===== src/rtl/gpio_bank_core.sv =====
module gpio_bank_core (
  input  logic        clk,
  input  logic        rst_n,
  input  logic        cmd_wr,
  input  logic [7:0]  cmd_data,
  input  logic        wr_en,
  input  logic [7:0]  wr_data,
  input  logic        rd_en,
  output logic [7:0]  rd_data,
  input  logic [15:0] pin_in,
  output logic [15:0] pin_out,
  output logic [15:0] pin_oe
);
  logic [15:0] sync1, sync2, out_q, pol_q, cfg_q;
  logic [2:0]  ptr_q;
  logic        ptr_ok;
  logic [7:0]  sel_byte;

  wire [15:0] in_view = sync2 ^ (pol_q & cfg_q);

  assign pin_out = out_q;
  assign pin_oe  = ~cfg_q;

  always_ff @(posedge clk or negedge rst_n)
    if (!rst_n) begin
      sync1 <= '0;
      sync2 <= '0;
    end else begin
      sync1 <= pin_in;
      sync2 <= sync1;
    end

  always_ff @(posedge clk or negedge rst_n)
    if (!rst_n) begin
      ptr_q  <= 3'd0;
      ptr_ok <= 1'b1;
      out_q  <= 16'hFFFF;
      pol_q  <= 16'h0000;
      cfg_q  <= 16'hFFFF;
    end else begin
      if (cmd_wr) begin
        ptr_q  <= cmd_data[2:0];
        ptr_ok <= (cmd_data[7:3] == 5'd0);
      end
      if (wr_en && ptr_ok)
        case (ptr_q)
          3'd2: out_q[7:0]  <= wr_data;
          3'd3: out_q[15:8] <= wr_data;
          3'd4: pol_q[7:0]  <= wr_data;
          3'd5: pol_q[15:8] <= wr_data;
          3'd6: cfg_q[7:0]  <= wr_data;
          3'd7: cfg_q[15:8] <= wr_data;
          default: ;
        endcase
    end

  always_comb
    case (ptr_q)
      3'd0:    sel_byte = in_view[7:0];
      3'd1:    sel_byte = in_view[15:8];
      3'd2:    sel_byte = out_q[7:0];
      3'd3:    sel_byte = out_q[15:8];
      3'd4:    sel_byte = pol_q[7:0];
      3'd5:    sel_byte = pol_q[15:8];
      3'd6:    sel_byte = cfg_q[7:0];
      default: sel_byte = cfg_q[15:8];
    endcase

  always_ff @(posedge clk or negedge rst_n)
    if (!rst_n)     rd_data <= 8'h00;
    else if (rd_en) rd_data <= ptr_ok ? sel_byte : 8'h00;

  assert_input_write_ignored_R4: assert property (@(posedge clk) disable iff (!rst_n)
    wr_en && ptr_ok && (ptr_q[2:1] == 2'b00) |=> $stable(out_q) && $stable(pol_q) && $stable(cfg_q));

  assert_invalid_write_ignored_R8: assert property (@(posedge clk) disable iff (!rst_n)
    wr_en && !ptr_ok |=> $stable(out_q) && $stable(pol_q) && $stable(cfg_q));

  assert_invalid_read_zero_R8: assert property (@(posedge clk) disable iff (!rst_n)
    rd_en && !ptr_ok |=> rd_data == 8'h00);

  assert_out_readback_flop_R5: assert property (@(posedge clk) disable iff (!rst_n)
    rd_en && ptr_ok && (ptr_q == 3'd2) |=> rd_data == $past(out_q[7:0]));

  assert_dir_write_sets_oe_R7: assert property (@(posedge clk) disable iff (!rst_n)
    wr_en && ptr_ok && (ptr_q == 3'd6) |=> pin_oe[7:0] == ~$past(wr_data));

  assert_out_write_drives_pin_R5: assert property (@(posedge clk) disable iff (!rst_n)
    wr_en && ptr_ok && (ptr_q == 3'd3) |=> pin_out[15:8] == $past(wr_data));
endmodule


===== config.mk =====
export PLATFORM = sky130hd
export DESIGN_NAME = gpio_bank_core
export DESIGN_NICKNAME = d
export VERILOG_FILES = /design/src/rtl/gpio_bank_core.sv
export SDC_FILE = /design/constraint.sdc
export NUM_CORES = 1
export LEC_CHECK = 0
export BUFFER_PORTS_ARGS = -buffer_cell sky130_fd_sc_hd__clkbuf_2
export CORE_ASPECT_RATIO = 0.75
export CORE_MARGIN = 10
export CORE_UTILIZATION = 40
export CTS_CLUSTER_DIAMETER = 100
export DETAILED_ROUTE_END_ITERATION = 12
export GPL_TIMING_DRIVEN = 0
export PLACE_DENSITY_LB_ADDON = 0.25
export RECOVER_POWER = 25
export SLEW_MARGIN = 20
export SYNTH_ARGS = -nofsm -noshare
export SYNTH_HDL_FRONTEND = slang
export SYNTH_SLANG_ARGS = --single-unit

===== constraint.sdc =====
create_clock -name clk -period 2.8 [get_ports clk]
set_input_delay 0.14 -clock clk [delete_from_list [all_inputs] [get_ports clk]]
set_output_delay 0.14 -clock clk [all_outputs]
set_load 0.1 [all_outputs]

Word level (Yosys, flattened, before mapping)
Index checks and enable logic that the tools add are counted.
- output and inout bits: 40
- flip-flop bits (word level): 92
- word-level logic and storage cells: 32
- input port bits: 37
- reduce and logical (&&, ||, !) cells: 9
- bitwise logic cells: 3
- eq/ne operators: 7
- multiplexer cells: 2
- operators with widths (kind ; number):
    one-hot mux 8 bit (7 select lines) ; 1
    bitwise AND 16 bit ; 1
    NOT 16 bit ; 1
    XOR 16 bit ; 1
    == test 3 bit, second input constant ; 4
    AND reduction 2 bit ; 6
    2-to-1 mux 8 bit ; 1
    == test 3 x 2 -> 1 bit, second input constant ; 2
    zero test 5 bit ; 1
    == test 3 x 1 -> 1 bit, second input constant ; 1
    zero test 3 bit ; 1
    logical AND 1 bit ; 1

Depth between registers and ports, before layout
Gate-level depths: netlist (run 1).
- depth in word-level cells: 4
- depth in mapped cells: 7

Worst setup path after synthesis (run 1)
No wires, ideal clock.
- path type: reg-to-reg
- start point: reg out_q[14], in the netlist pin_out[14]
- end point: reg rd_data[6]
- data required time: 2699 ps
- stages on the path, launching flop included: 6
- clock period less this slack: 1633 ps
- arrival: 1532 ps
- path slack: 1167 ps
- library setup time: 101 ps
- cell sequence: dfstp_2 -> o21ai_0 -> and3_1 -> a21oi_1 -> nor2_1 -> o32ai_1
- cells in the longest elaborated chain, start to end: 2
- ends and longest elaborated chain (what ; line ; text):
    start: declaration ; 14 ; logic [15:0] sync1, sync2, out_q, pol_q, cfg_q;
    start signal: assignment ; 48 ; 3'd3: out_q[15:8] <= wr_data;
    one-hot mux 8 bit (7 select lines) ; 58 ; case (ptr_q)
    2-to-1 mux 8 bit ; 71 ; else if (rd_en) rd_data <= ptr_ok ? sel_byte : 8'h00;
    end signal: assignment ; 71 ;
    end: declaration ; 9 ; output logic [7:0] rd_data,
Every way passes these cells.
A chain may end at the register's enable or synchronous reset.

Worst setup path in the final report (run 1)
- start point: reg ptr_ok
- end point: reg cfg_q[5]
- cells in the longest elaborated chain, start to end: 2
- ends and longest elaborated chain (what ; line ; text):
    start: declaration ; 16 ; logic ptr_ok;
    start signal: assignment ; 43 ; ptr_ok <= (cmd_data[7:3] == 5'd0);
    logical AND 1 bit ; 45 ; if (wr_en && ptr_ok)
    AND reduction 2 bit (no line) ; -- ;
    end signal: assignment ; 51 ; 3'd6: cfg_q[7:0] <= wr_data;
    end: declaration ; 14 ;
Every way passes these cells.

==> flow_summary_export.csv, run 1 <==
group,metric,value,unit
yosys,synth.yosys.warnings,0,
sta,timing.final.ws_setup,0.627,ns
worst_setup_path,critical_path.max_stage_delay,0.61,ns
yosys,synth_commonest_cells,"59 x dfrtp_1, 43 x mux2_2, 43 x nand2_1, 33 x dfstp_2",
yosys,combinational_family_with_the_most_area_after_synthesis,"multiplexers",
global_route,grt_antenna_before_repair,0,
worst_setup_path,worst_r2r_src,"ptr_ok",
sta,rsz0062_at_grt,"false",
detailed_routing,final_antenna_net_count,0,
flow_run,max-cap-violations,1,
worst_setup_path,crit_required,3.06,ns
clock_network,tritoncts,"yes",
yosys,synthesis.area,3870,sq um
worst_setup_path,path_cells,"nand3_1 -> nor2_1 -> clkbuf_1 -> nand2_1 -> o21ai_0",
clock_network,clk-insertion-delay-late,0.35,ns
pwr,cellPowerDensity,727,nW/um^2
layout,layout.filler_cells,860,
worst_setup_path,setup.worst_path.start_class,"flop",
global_route,met3_usage,5.55,%
floorplanning,core.rowCount,30,
clock_network,cts.htree.levels,3,
global_route,grt_first_pass_wirelength,17000,microns
detailed_routing,routed_wl,10500,microns
place,routabilityCongestion,0.788,
floorplanning,design.die.area,14000,sq um
worst_hold_path,hold_path_startpoint,"cmd_data[1]",
pwr,share_seq_of_total_power,43.5,%
global_route,grt_use_total,15.4,%
sta,crit_path_time_final,2.17,ns
yosys,post_synth_num_cell_types,29,
pwr,total_leakage_power,2.26,nW
worst_setup_path,critical_path_arrival,2.43,ns
global_route,gr-usage-met2,22.8,%
yosys,synth.ff_latch_count,92,
sta,finClkSkew,0.00776,ns
yosys,synth-adder-area-share,0,%
detailed_routing,detail_route.drc_violations,0,
status,violations,"max-capacitance violations, max-slew violations",
yosys,synth_area_leaders,"dfrtp_1 38%, dfstp_2 22%, mux2_2 13%",
pwr,power_switching_share,33.3,%
yosys,complex_gate_fraction_of_the_synthesized_area,9.51,%
status,result_of_the_run,"finished with violations",
yosys,avgSynthCellArea,11.7,sq um
floorplanning,fp.dieH,105,microns
pwr,portion_of_total_power_attributed_to_combinational_logic,22.9,%
yosys,synthXorXnorAreaFrac,3.62,%
yosys,most_frequent_cell_after_synthesis,"dfrtp_1",
yosys,synth-seq-area-share,60.6,%
floorplanning,top_level_ports,77,
yosys,synth_async_sr_flop_share,100,%
sta,timing.hold.ws,0.0337,ns
floorplanning,start_util,41.9,%
place,dp_worst_setup_slack,0.698,ns
sta,tightest_slew,2.01,ns
floorplanning,die-width,134,microns
yosys,synth_area_leader_cell,"dfrtp_1",
layout,layoutNonFillerInstCount,567,
global_route,gr-usage-met1,20.5,%
worst_setup_path,family_of_cells_with_the_greatest_summed_delay_on_the_critical_path,"simple AND/OR/NAND/NOR gates",
worst_setup_path,worst-path-max-fanout,10,
layout,fraction_of_layout_instances_using_a_drive_strength_above_1,40.5,%
global_route,globalRoute.totalOverflow,0,
place,port-buffer-count,75,
floorplanning,floorplan.core_area,9230,sq um
worst_setup_path,setup.worst_path.end_class,"flop",
yosys,yosys_most_used_dff,"dfrtp_1",
layout,layout.cell_area.non_filler,4860,sq um
layout,final_core_util,52.7,%
place,detailedPlacementHpwl,7110,microns
global_route,pin_count_of_the_biggest_net_entering_global_routing,93,
clock_network,clkSlewWorstSetupHoldPaths,0.06,ns
pwr,clock_power_share,33.6,%
pwr,switchingPower,1.18,mW
layout,antenna_cells_inserted,0,
yosys,synth_simple_gate_area_share,9.44,%
yosys,syn-instance-count,331,
detailed_routing,routed_via_count,2881,
detailed_routing,wl_per_cell,18.5,microns
worst_setup_path,timing.critical_path.slowest_stage_cell,"nor2_1",
clock_network,clock_tree.buffer_depth,2,
worst_hold_path,hold_path.class,"in2reg",
layout,design.final.nets,471,
place,dpl-instance-area,4410,sq um
worst_setup_path,worst_setup_path_startpoint,"ptr_ok",
sta,hold_viol,0,
yosys,yosys.area.top_type_share,38.2,%
detailed_routing,dr.first_iter.drc_count,281,
pwr,totalPowerFinal,3.54,mW
place,number_of_placed_cells_counting_well_taps,534,
yosys,muxShareOfSynthArea,12.5,%
global_route,top_usage_layer,"met2",
clock_network,cts-buffers-inserted,9,
sta,setup_tns,0,ns
yosys,mappedNetlistNets,368,
sta,fmaxAchievable,460,MHz
worst_setup_path,crit_type,"reg2reg",
sta,period_utilisation_layout,77.6,%
clock_network,cts_num_sinks,92,
worst_setup_path,critical_path.n_buffers_inverters,1,
detailed_routing,drt_pre_antenna_iters,4,
yosys,synth-edff-count,0,
sta,worst_slew_margin_rel,-33.9,%
pwr,power_report.internal_total,2.36,mW
global_route,first_global_vias,3068,
sta,finalMaxSlewViolations,93,
sta,final-setup-viol-count,0,
layout,area_delta_synth_final,25.7,%
detailed_routing,avgViaCountPerCell,5.08,
clock_network,cts.root.buffer_cell,"clkbuf_16",
pwr,vdd_drop_max,0.000308,V
clock_network,cts.repair_timing.setup_buffer_count,0,
-- logic make-up after synthesis --
family	Yosys count
AO/OA/AOI/OAI	62
XOR/XNOR	16
buffers and inverters	39
flip-flops	92
multiplexers	43
AND/OR/NAND/NOR	79
-- metal layers --
| metal | vias to the layer above | share of wire (%) |
|---|---|---|
| met2 | 97 | 43 |
| met1 | 1436 | 46 |
| met5 | - | 0 |
| met3 | 13 | 9.3 |
| li1 | 1335 | - |
| met4 | 0 | 1.1 |
-- worst paths after layout --
| kind | endpoint | slack, ns | cells past startpoint |
|---|---|---|---|
| setup / recovery | cfg_q[5] | 0.63 | 5 |
| hold / removal | ptr_q[1] | 0.03 | 3 |
| setup reg to reg | cfg_q[5] | 0.63 | 5 |
| hold reg to reg | sync2[9] | 0.34 | 0 |
| max in group asynchronous | sync2[5] | 0.67 | 2 |
| min in group asynchronous | sync1[2] | 0.91 | 2 |
-- registers in the layout (all words and copies together), names as in the netlist --
signal and flops:
sync1 16, pin_out 16, rd_data 8, cfg_q 16
ptr_q 3, sync2 16, pol_q 16, ptr_ok 1
-- layout by cell type (no fill, tap or decap) --
| cell | n |
|---|---|
| o221ai_1 | 1 |
| dfstp_2 | 32 |
| inv_1 | 26 |
| nor3_1 | 2 |
| o21ai_0 | 26 |
| dlygate4sd3_1 | 17 |
| nor2_2 | 2 |
| clkinv_4 | 1 |
| xor2_1 | 16 |
| nor2_1 | 15 |
| bufinv_16 | 1 |
| clkbuf_16 | 9 |
| dfstp_1 | 1 |
| a31oi_1 | 1 |
| clkbuf_2 | 74 |
| buf_1 | 2 |
| nand3_1 | 3 |
| or2_2 | 1 |
| nand2b_1 | 5 |
| nand2_1 | 43 |
| buf_2 | 6 |
| a22oi_1 | 2 |
| or3_1 | 2 |
| clkinv_2 | 1 |
| nor3_4 | 2 |
| o22ai_1 | 12 |
| a21oi_1 | 11 |
| buf_4 | 4 |
| nand2_2 | 1 |
| clkinvlp_4 | 1 |
| mux2_2 | 43 |
| o32ai_1 | 8 |
| dfrtp_1 | 59 |
| o21a_1 | 1 |
| and3_1 | 1 |
| clkbuf_1 | 5 |
| nor3b_1 | 2 |
-- timing repair --
item | 4_1_cts | 5_1_grt
hold buffers | 17 | 0
gates resized for setup | 0 | 0
setup endpoints to repair | 0 | 0
endpoints found under the hold margin | 75 | 0
-- layout make-up --
cell class	count	area [sq um]	share of cell area (%)
well taps	128	160	3.29
repair buffers	92	546	11.2
inverters	26	97.6	2.01
plain buffers	13	70.1	1.44
multi-input cells	200	1360	27.9
flip-flops and latches	92	2340	48.2
clock inverters	4	51.3	1.06
clock buffers	12	236	4.86
-- tightest hold or removal path, stage by stage --
cell      delay [ns]
clkbuf_2        0.08
nand2_1         0.05
o21ai_0         0.07
-- power groups by stage --
| stage | logic, mW | registers, mW | clock network (mW) |
|---|---|---|---|
| floorplan | 0.450 | 1.71 | 0 |
| global placement | 0.784 | 1.56 | 0 |
| detailed placement | 0.794 | 1.56 | 0 |
| CTS | 0.816 | 1.54 | 1.22 |
| global route | 0.860 | 1.55 | 1.28 |
| finish | 0.809 | 1.54 | 1.19 |
No activity file was read; power rests on OpenSTA's default activity.
==> inputs of run 2 (changes only) <==
- clock period: 2.8 -> 2.06 ns (I/O delays scaled with it)
==> run 2 against run 1 <==
  * Hold slack got worse by 0.023 ns
  * Clock power rose by 36%
  * Sequential share of layout area fell by 0.26 points
  * Die area did not move
  * The run now ends clean
  * Clock skew barely moved
  * Total power rose by 36%
  * Largest cell class unchanged
  * Critical path depth did not move
  * Global-route usage barely moved
  * Clock-buffer cell count did not move
  * Largest power group unchanged
  * Routed wire length fell by 0.48%
  * Cell area rose by 0.54%
  * Highest routed layer unchanged
  * Cell count rose by 0.35%
==> flow_summary_export.csv, run 2 (synthesis gave the netlist of run 1 again) <==
group,metric,value,unit
layout,fraction_of_layout_instances_using_a_drive_strength_above_1,40.8,%
clock_network,cts.root.buffer_cell,"clkbuf_16",
floorplanning,start_util,41.9,%
clock_network,clk-insertion-delay-late,0.35,ns
clock_network,clkSlewWorstSetupHoldPaths,0.06,ns
detailed_routing,dr.first_iter.drc_count,307,
sta,hold_viol,0,
floorplanning,top_level_ports,77,
global_route,grt_first_pass_wirelength,17100,microns
clock_network,cts.htree.levels,3,
global_route,grt_antenna_before_repair,0,
detailed_routing,routed_wl,10500,microns
place,detailedPlacementHpwl,7110,microns
sta,finClkSkew,0.00773,ns
sta,tightest_slew,1.21,ns
sta,final-setup-viol-count,0,
detailed_routing,detail_route.drc_violations,0,
pwr,vdd_drop_max,0.000419,V
clock_network,cts-buffers-inserted,9,
floorplanning,die-width,134,microns
layout,antenna_cells_inserted,0,
pwr,totalPowerFinal,4.81,mW
worst_hold_path,hold_path_startpoint,"cmd_data[2]",
sta,period_utilisation_layout,93.3,%
worst_hold_path,number_of_cells_traversed_by_the_worst_hold_path,2,
sta,worst_slew_margin_rel,19.5,%
floorplanning,floorplan.core_area,9230,sq um
worst_setup_path,worst-path-max-fanout,10,
worst_setup_path,worstReg2RegEnd,"rd_data[6]",
detailed_routing,routed_via_count,2900,
global_route,first_global_vias,3082,
sta,setup_tns,0,ns
layout,design.final.nets,473,
worst_setup_path,worst_r2r_src,"ptr_q[0]",
worst_setup_path,setup.worst_path.end_class,"flop",
worst_setup_path,setup.reg_to_reg.worst_slack,0.14,ns
layout,most-common-layout-cells,"75 x clkbuf_2, 59 x dfrtp_1, 43 x nand2_1, 43 x mux2_2, 32 x dfstp_2",
clock_network,tritoncts,"yes",
place,routabilityCongestion,0.788,
layout,final_core_util,52.9,%
global_route,grt_use_total,15.4,%
pwr,total_leakage_power,2.27,nW
global_route,pin_count_of_the_biggest_net_entering_global_routing,93,
flow_run,max-cap-violations,0,
sta,fmaxAchievable,520,MHz
worst_setup_path,setup.worst_path.start_class,"flop",
sta,finalMaxSlewViolations,0,
clock_network,cts_num_sinks,92,
detailed_routing,final_antenna_net_count,0,
worst_setup_path,critical_path_arrival,2.10,ns
worst_setup_path,crit_required,2.24,ns
status,result_of_the_run,"completed",
worst_hold_path,whs_endpoint,"ptr_q[2]",
layout,layout.filler_cells,859,
floorplanning,core.rowCount,30,
detailed_routing,wl_per_cell,18.4,microns
floorplanning,design.die.area,14000,sq um
clock_network,cts.repair_timing.setup_buffer_count,0,
layout,layout_commonest_cell,"clkbuf_2",
global_route,globalRoute.totalOverflow,0,
sta,timing.hold.ws,0.0103,ns
detailed_routing,avgViaCountPerCell,5.10,
clock_network,clock_tree.buffer_depth,2,
layout,area_delta_synth_final,26.4,%
worst_setup_path,reg2reg_depth,5,
floorplanning,fp.dieH,105,microns
detailed_routing,drt_pre_antenna_iters,4,
place,port-buffer-count,75,
sta,crit_path_time_final,1.92,ns
worst_hold_path,hold_path.class,"in2reg",
pwr,cellPowerDensity,984,nW/um^2
worst_setup_path,crit_type,"reg2reg",
sta,rsz0062_at_grt,"false",
## run 2: cell count changes in the layout (fill, tap and decap cells not counted)
| cell | change |
|---|---|
| dlygate4sd3_1 | +2 |
| buf_2 | -1 |
| clkbuf_1 | -1 |
| clkbuf_2 | +1 |
| clkbuf_4 | +1 |
| nor2_1 | -1 |
| nor2_2 | +1 |
## run 2: cell type report
cell class                 count  area (sq um)  area share (%)
multi-input combinational    200          1360            27.8
buffer                        13          71.3            1.46
clock inverter                 4          51.3            1.05
tap                          128           160            3.28
clock buffer                  12           236            4.84
sequential                    92          2340            47.9
inverter                      26          97.6            2.00
timing repair buffer          94           568            11.6
## run 2: worst max-delay path by stage
stage / startpoint / end / slack, ns / depth (start not counted)
after floorplan: pin_out[14] / rd_data[6] / 0.43 / 5
after global placement: rst_n / sync1[7] / -0.20 / 1
after detailed placement: ptr_ok / cfg_q[3] / -0.04 / 4
after CTS: ptr_ok / cfg_q[5] / 0.12 / 5
after global routing: ptr_q[0] / rd_data[2] / 0.05 / 5
final: ptr_q[0] / rd_data[6] / 0.14 / 5
## run 2: repair_timing
item	CTS	global route
setup endpoints to repair	8	6
endpoints found under the hold margin	77	0
resized for setup	1	2
hold buffers	19	0
## run 2: per-stage QoR
step | setup WS, ns | std cells | instance area [sq um]
finish | 0.138 | 569 | 4890
CTS | 0.122 | 569 | 4890
global placement | -0.197 | 534 | 4400
global route | 0.0531 | 569 | 4890
detailed placement | -0.0423 | 534 | 4410
floorplan | 0.427 | 331 | 3870
## run 2: metal layers
layer	share of wire, %	vias up	track usage, %
met1	46	1440	20.5
li1	-	1339	-
met5	0	-	0
met4	1.4	0	4.88
met3	8.9	16	5.60
met2	43	105	22.9
## run 2: power breakdown
group | switching, mW | internal [mW]
registers | 0.0939 | 2.00
clock network | 0.680 | 0.942
logic | 0.829 | 0.271
total | 1.60 | 3.21
## run 2: critical path: stages (launching register included)
cell	delay, ns
dfrtp_1	0.45
buf_4	0.23
buf_2	0.30
nand3_1	0.43
nor2_1	0.23
o32ai_1	0.11
==> inputs of run 3 (changes only) <==
- clock period: 2.06 -> 2.2 ns (I/O delays scaled with it)
==> run 3 against run 2 <==
  * Global-route usage about the same
  * Largest power group unchanged
  * Critical path depth unchanged
  * Critical endpoint unchanged
  * Flip-flop and latch count unchanged
==> flow_summary_export.csv, run 3 (synthesis gave the netlist of run 1 again) <==
group,metric,value,unit
clock_network,cts_num_sinks,92,
clock_network,tritoncts,"yes",
floorplanning,die-width,134,microns
clock_network,cts.root.buffer_cell,"clkbuf_16",
place,port-buffer-count,75,
clock_network,clk-insertion-delay-late,0.35,ns
floorplanning,start_util,41.9,%
floorplanning,top_level_ports,77,
pwr,cellPowerDensity,924,nW/um^2
detailed_routing,detail_route.drc_violations,0,
clock_network,cts-buffers-inserted,9,
global_route,globalRoute.totalOverflow,0,
worst_setup_path,critical_path.max_stage_delay,0.46,ns
place,number_of_placed_cells_counting_well_taps,534,
worst_setup_path,setup.reg_to_reg.worst_slack,0.25,ns
worst_setup_path,worst_r2r_src,"ptr_q[0]",
sta,finClkSkew,0.00698,ns
detailed_routing,final_antenna_net_count,0,
sta,finalMaxSlewViolations,0,
sta,fmaxAchievable,512,MHz
layout,layout.filler_cells,861,
layout,layoutNonFillerInstCount,568,
place,routabilityCongestion,0.788,
detailed_routing,routed_via_count,2920,
worst_setup_path,timing.critical_path.slowest_stage_cell,"dfrtp_1",
worst_setup_path,worstReg2RegEnd,"rd_data[6]",
layout,layout_commonest_cell,"clkbuf_2",
worst_setup_path,critical_path_depth,5,
sta,hold_viol,0,
worst_setup_path,reg2reg_depth,5,
clock_network,cts.htree.levels,3,
global_route,first_global_vias,3074,
floorplanning,fp.dieH,105,microns
worst_setup_path,critical_path.n_buffers_inverters,2,
sta,crit_path_time_final,1.95,ns
worst_setup_path,crit_required,2.38,ns
worst_hold_path,whs_endpoint,"ptr_q[0]",
layout,design.final.nets,472,
status,result_of_the_run,"completed",
detailed_routing,routed_wl,10500,microns
layout,antenna_cells_inserted,0,
sta,tightest_slew,1.24,ns
detailed_routing,drt_pre_antenna_iters,4,
floorplanning,floorplan.core_area,9230,sq um
worst_hold_path,hold_path_startpoint,"cmd_data[0]",
worst_hold_path,number_of_cells_traversed_by_the_worst_hold_path,2,
floorplanning,design.die.area,14000,sq um
global_route,pin_count_of_the_biggest_net_entering_global_routing,93,
global_route,grt_first_pass_wirelength,17000,microns
detailed_routing,avgViaCountPerCell,5.14,
global_route,grt_use_total,15.4,%
layout,most-common-layout-cells,"74 x clkbuf_2, 59 x dfrtp_1, 43 x nand2_1, 43 x mux2_2, 33 x dfstp_2",
layout,fraction_of_layout_instances_using_a_drive_strength_above_1,40.9,%
worst_setup_path,crit_type,"reg2reg",
floorplanning,core.rowCount,30,
detailed_routing,wl_per_cell,18.5,microns
clock_network,clock_tree.buffer_depth,2,
sta,rsz0062_at_grt,"false",
detailed_routing,dr.first_iter.drc_count,266,
sta,period_utilisation_layout,88.8,%
worst_setup_path,critical_path_arrival,2.13,ns
worst_hold_path,hold_path.class,"in2reg",
sta,worst_slew_margin_rel,17.6,%
pwr,totalPowerFinal,4.51,mW
global_route,grt_antenna_before_repair,0,
worst_setup_path,worst-path-max-fanout,10,
sta,final-setup-viol-count,0,
worst_setup_path,family_of_cells_with_the_greatest_summed_delay_on_the_critical_path,"simple AND/OR/NAND/NOR gates",
place,detailedPlacementHpwl,7110,microns
worst_setup_path,setup.worst_path.start_class,"flop",
worst_setup_path,setup.worst_path.end_class,"flop",
sta,setup_tns,0,ns
layout,area_delta_synth_final,26.1,%
flow_run,max-cap-violations,0,
pwr,vdd_drop_max,0.000392,V
pwr,total_leakage_power,2.26,nW
worst_setup_path,path_cells,"buf_4 -> buf_2 -> nand3_1 -> nor2_1 -> o32ai_1",
clock_network,clkSlewWorstSetupHoldPaths,0.06,ns
[run 3: repair_timing]
item / in CTS / in global routing
buffers inserted: 0 / 0
hold buffers: 18 / 0
endpoints found under the hold margin: 76 / 0
setup endpoints to repair: 0 / 8
resized for setup: 0 / 1
[run 3: area by class of cell]
type,instances,area (sq um),area share (%)
clock buffer,12,236,4.85
inverter,26,97.6,2.00
buffer,13,70.1,1.44
sequential,92,2340,48.1
tap,128,160,3.28
timing repair buffer,93,558,11.4
multi-input combinational,200,1360,27.9
clock inverter,4,51.3,1.05
[run 3: stage by stage]
stage / cell area [sq um] / setup slack, ns / hold WS [ns] / util [%]
final: 4880 / 0.245 / 0.0112 / 52.8
after global routing: 4880 / 0.0623 / 0.0203 / 52.8
after CTS: 4880 / 0.0818 / 0.00317 / 52.9
after detailed placement: 4410 / 0.0977 / 0.220 / 47.8
after global placement: 4400 / -0.0638 / 0.218 / 47.7
after floorplan: 3870 / 0.567 / -0.186 / -
[run 3: worst reg2reg max path, cell delays in order, from the launching register on]
cell and delay (ns):
dfrtp_1 0.46, buf_4 0.24, buf_2 0.31, nand3_1 0.44, nor2_1 0.23, o32ai_1 0.11
[run 3: report_power, final]
group | switching (mW) | total [mW] | internal (mW)
registers | 0.0887 | 1.96 | 1.87
clock network | 0.635 | 1.52 | 0.882
logic | 0.778 | 1.03 | 0.253
[run 3: metal layers]
metal | wire length, microns | global-route usage [%] | share of wire (%)
met5 | 0 | 0 | 0
met3 | 759 | 5.55 | 7.2
met4 | 153 | 4.88 | 1.5
met1 | 5020 | 20.5 | 48
met2 | 4580 | 22.8 | 44
[run 3: worst max-delay path by stage]
stage / start / end
final: ptr_q[0] / rd_data[6]
after detailed placement: ptr_ok / cfg_q[3]
after global routing: ptr_ok / cfg_q[6]
after floorplan: pin_out[14] / rd_data[6]
after global placement: rst_n / sync1[7]
after CTS: ptr_ok / cfg_q[5]
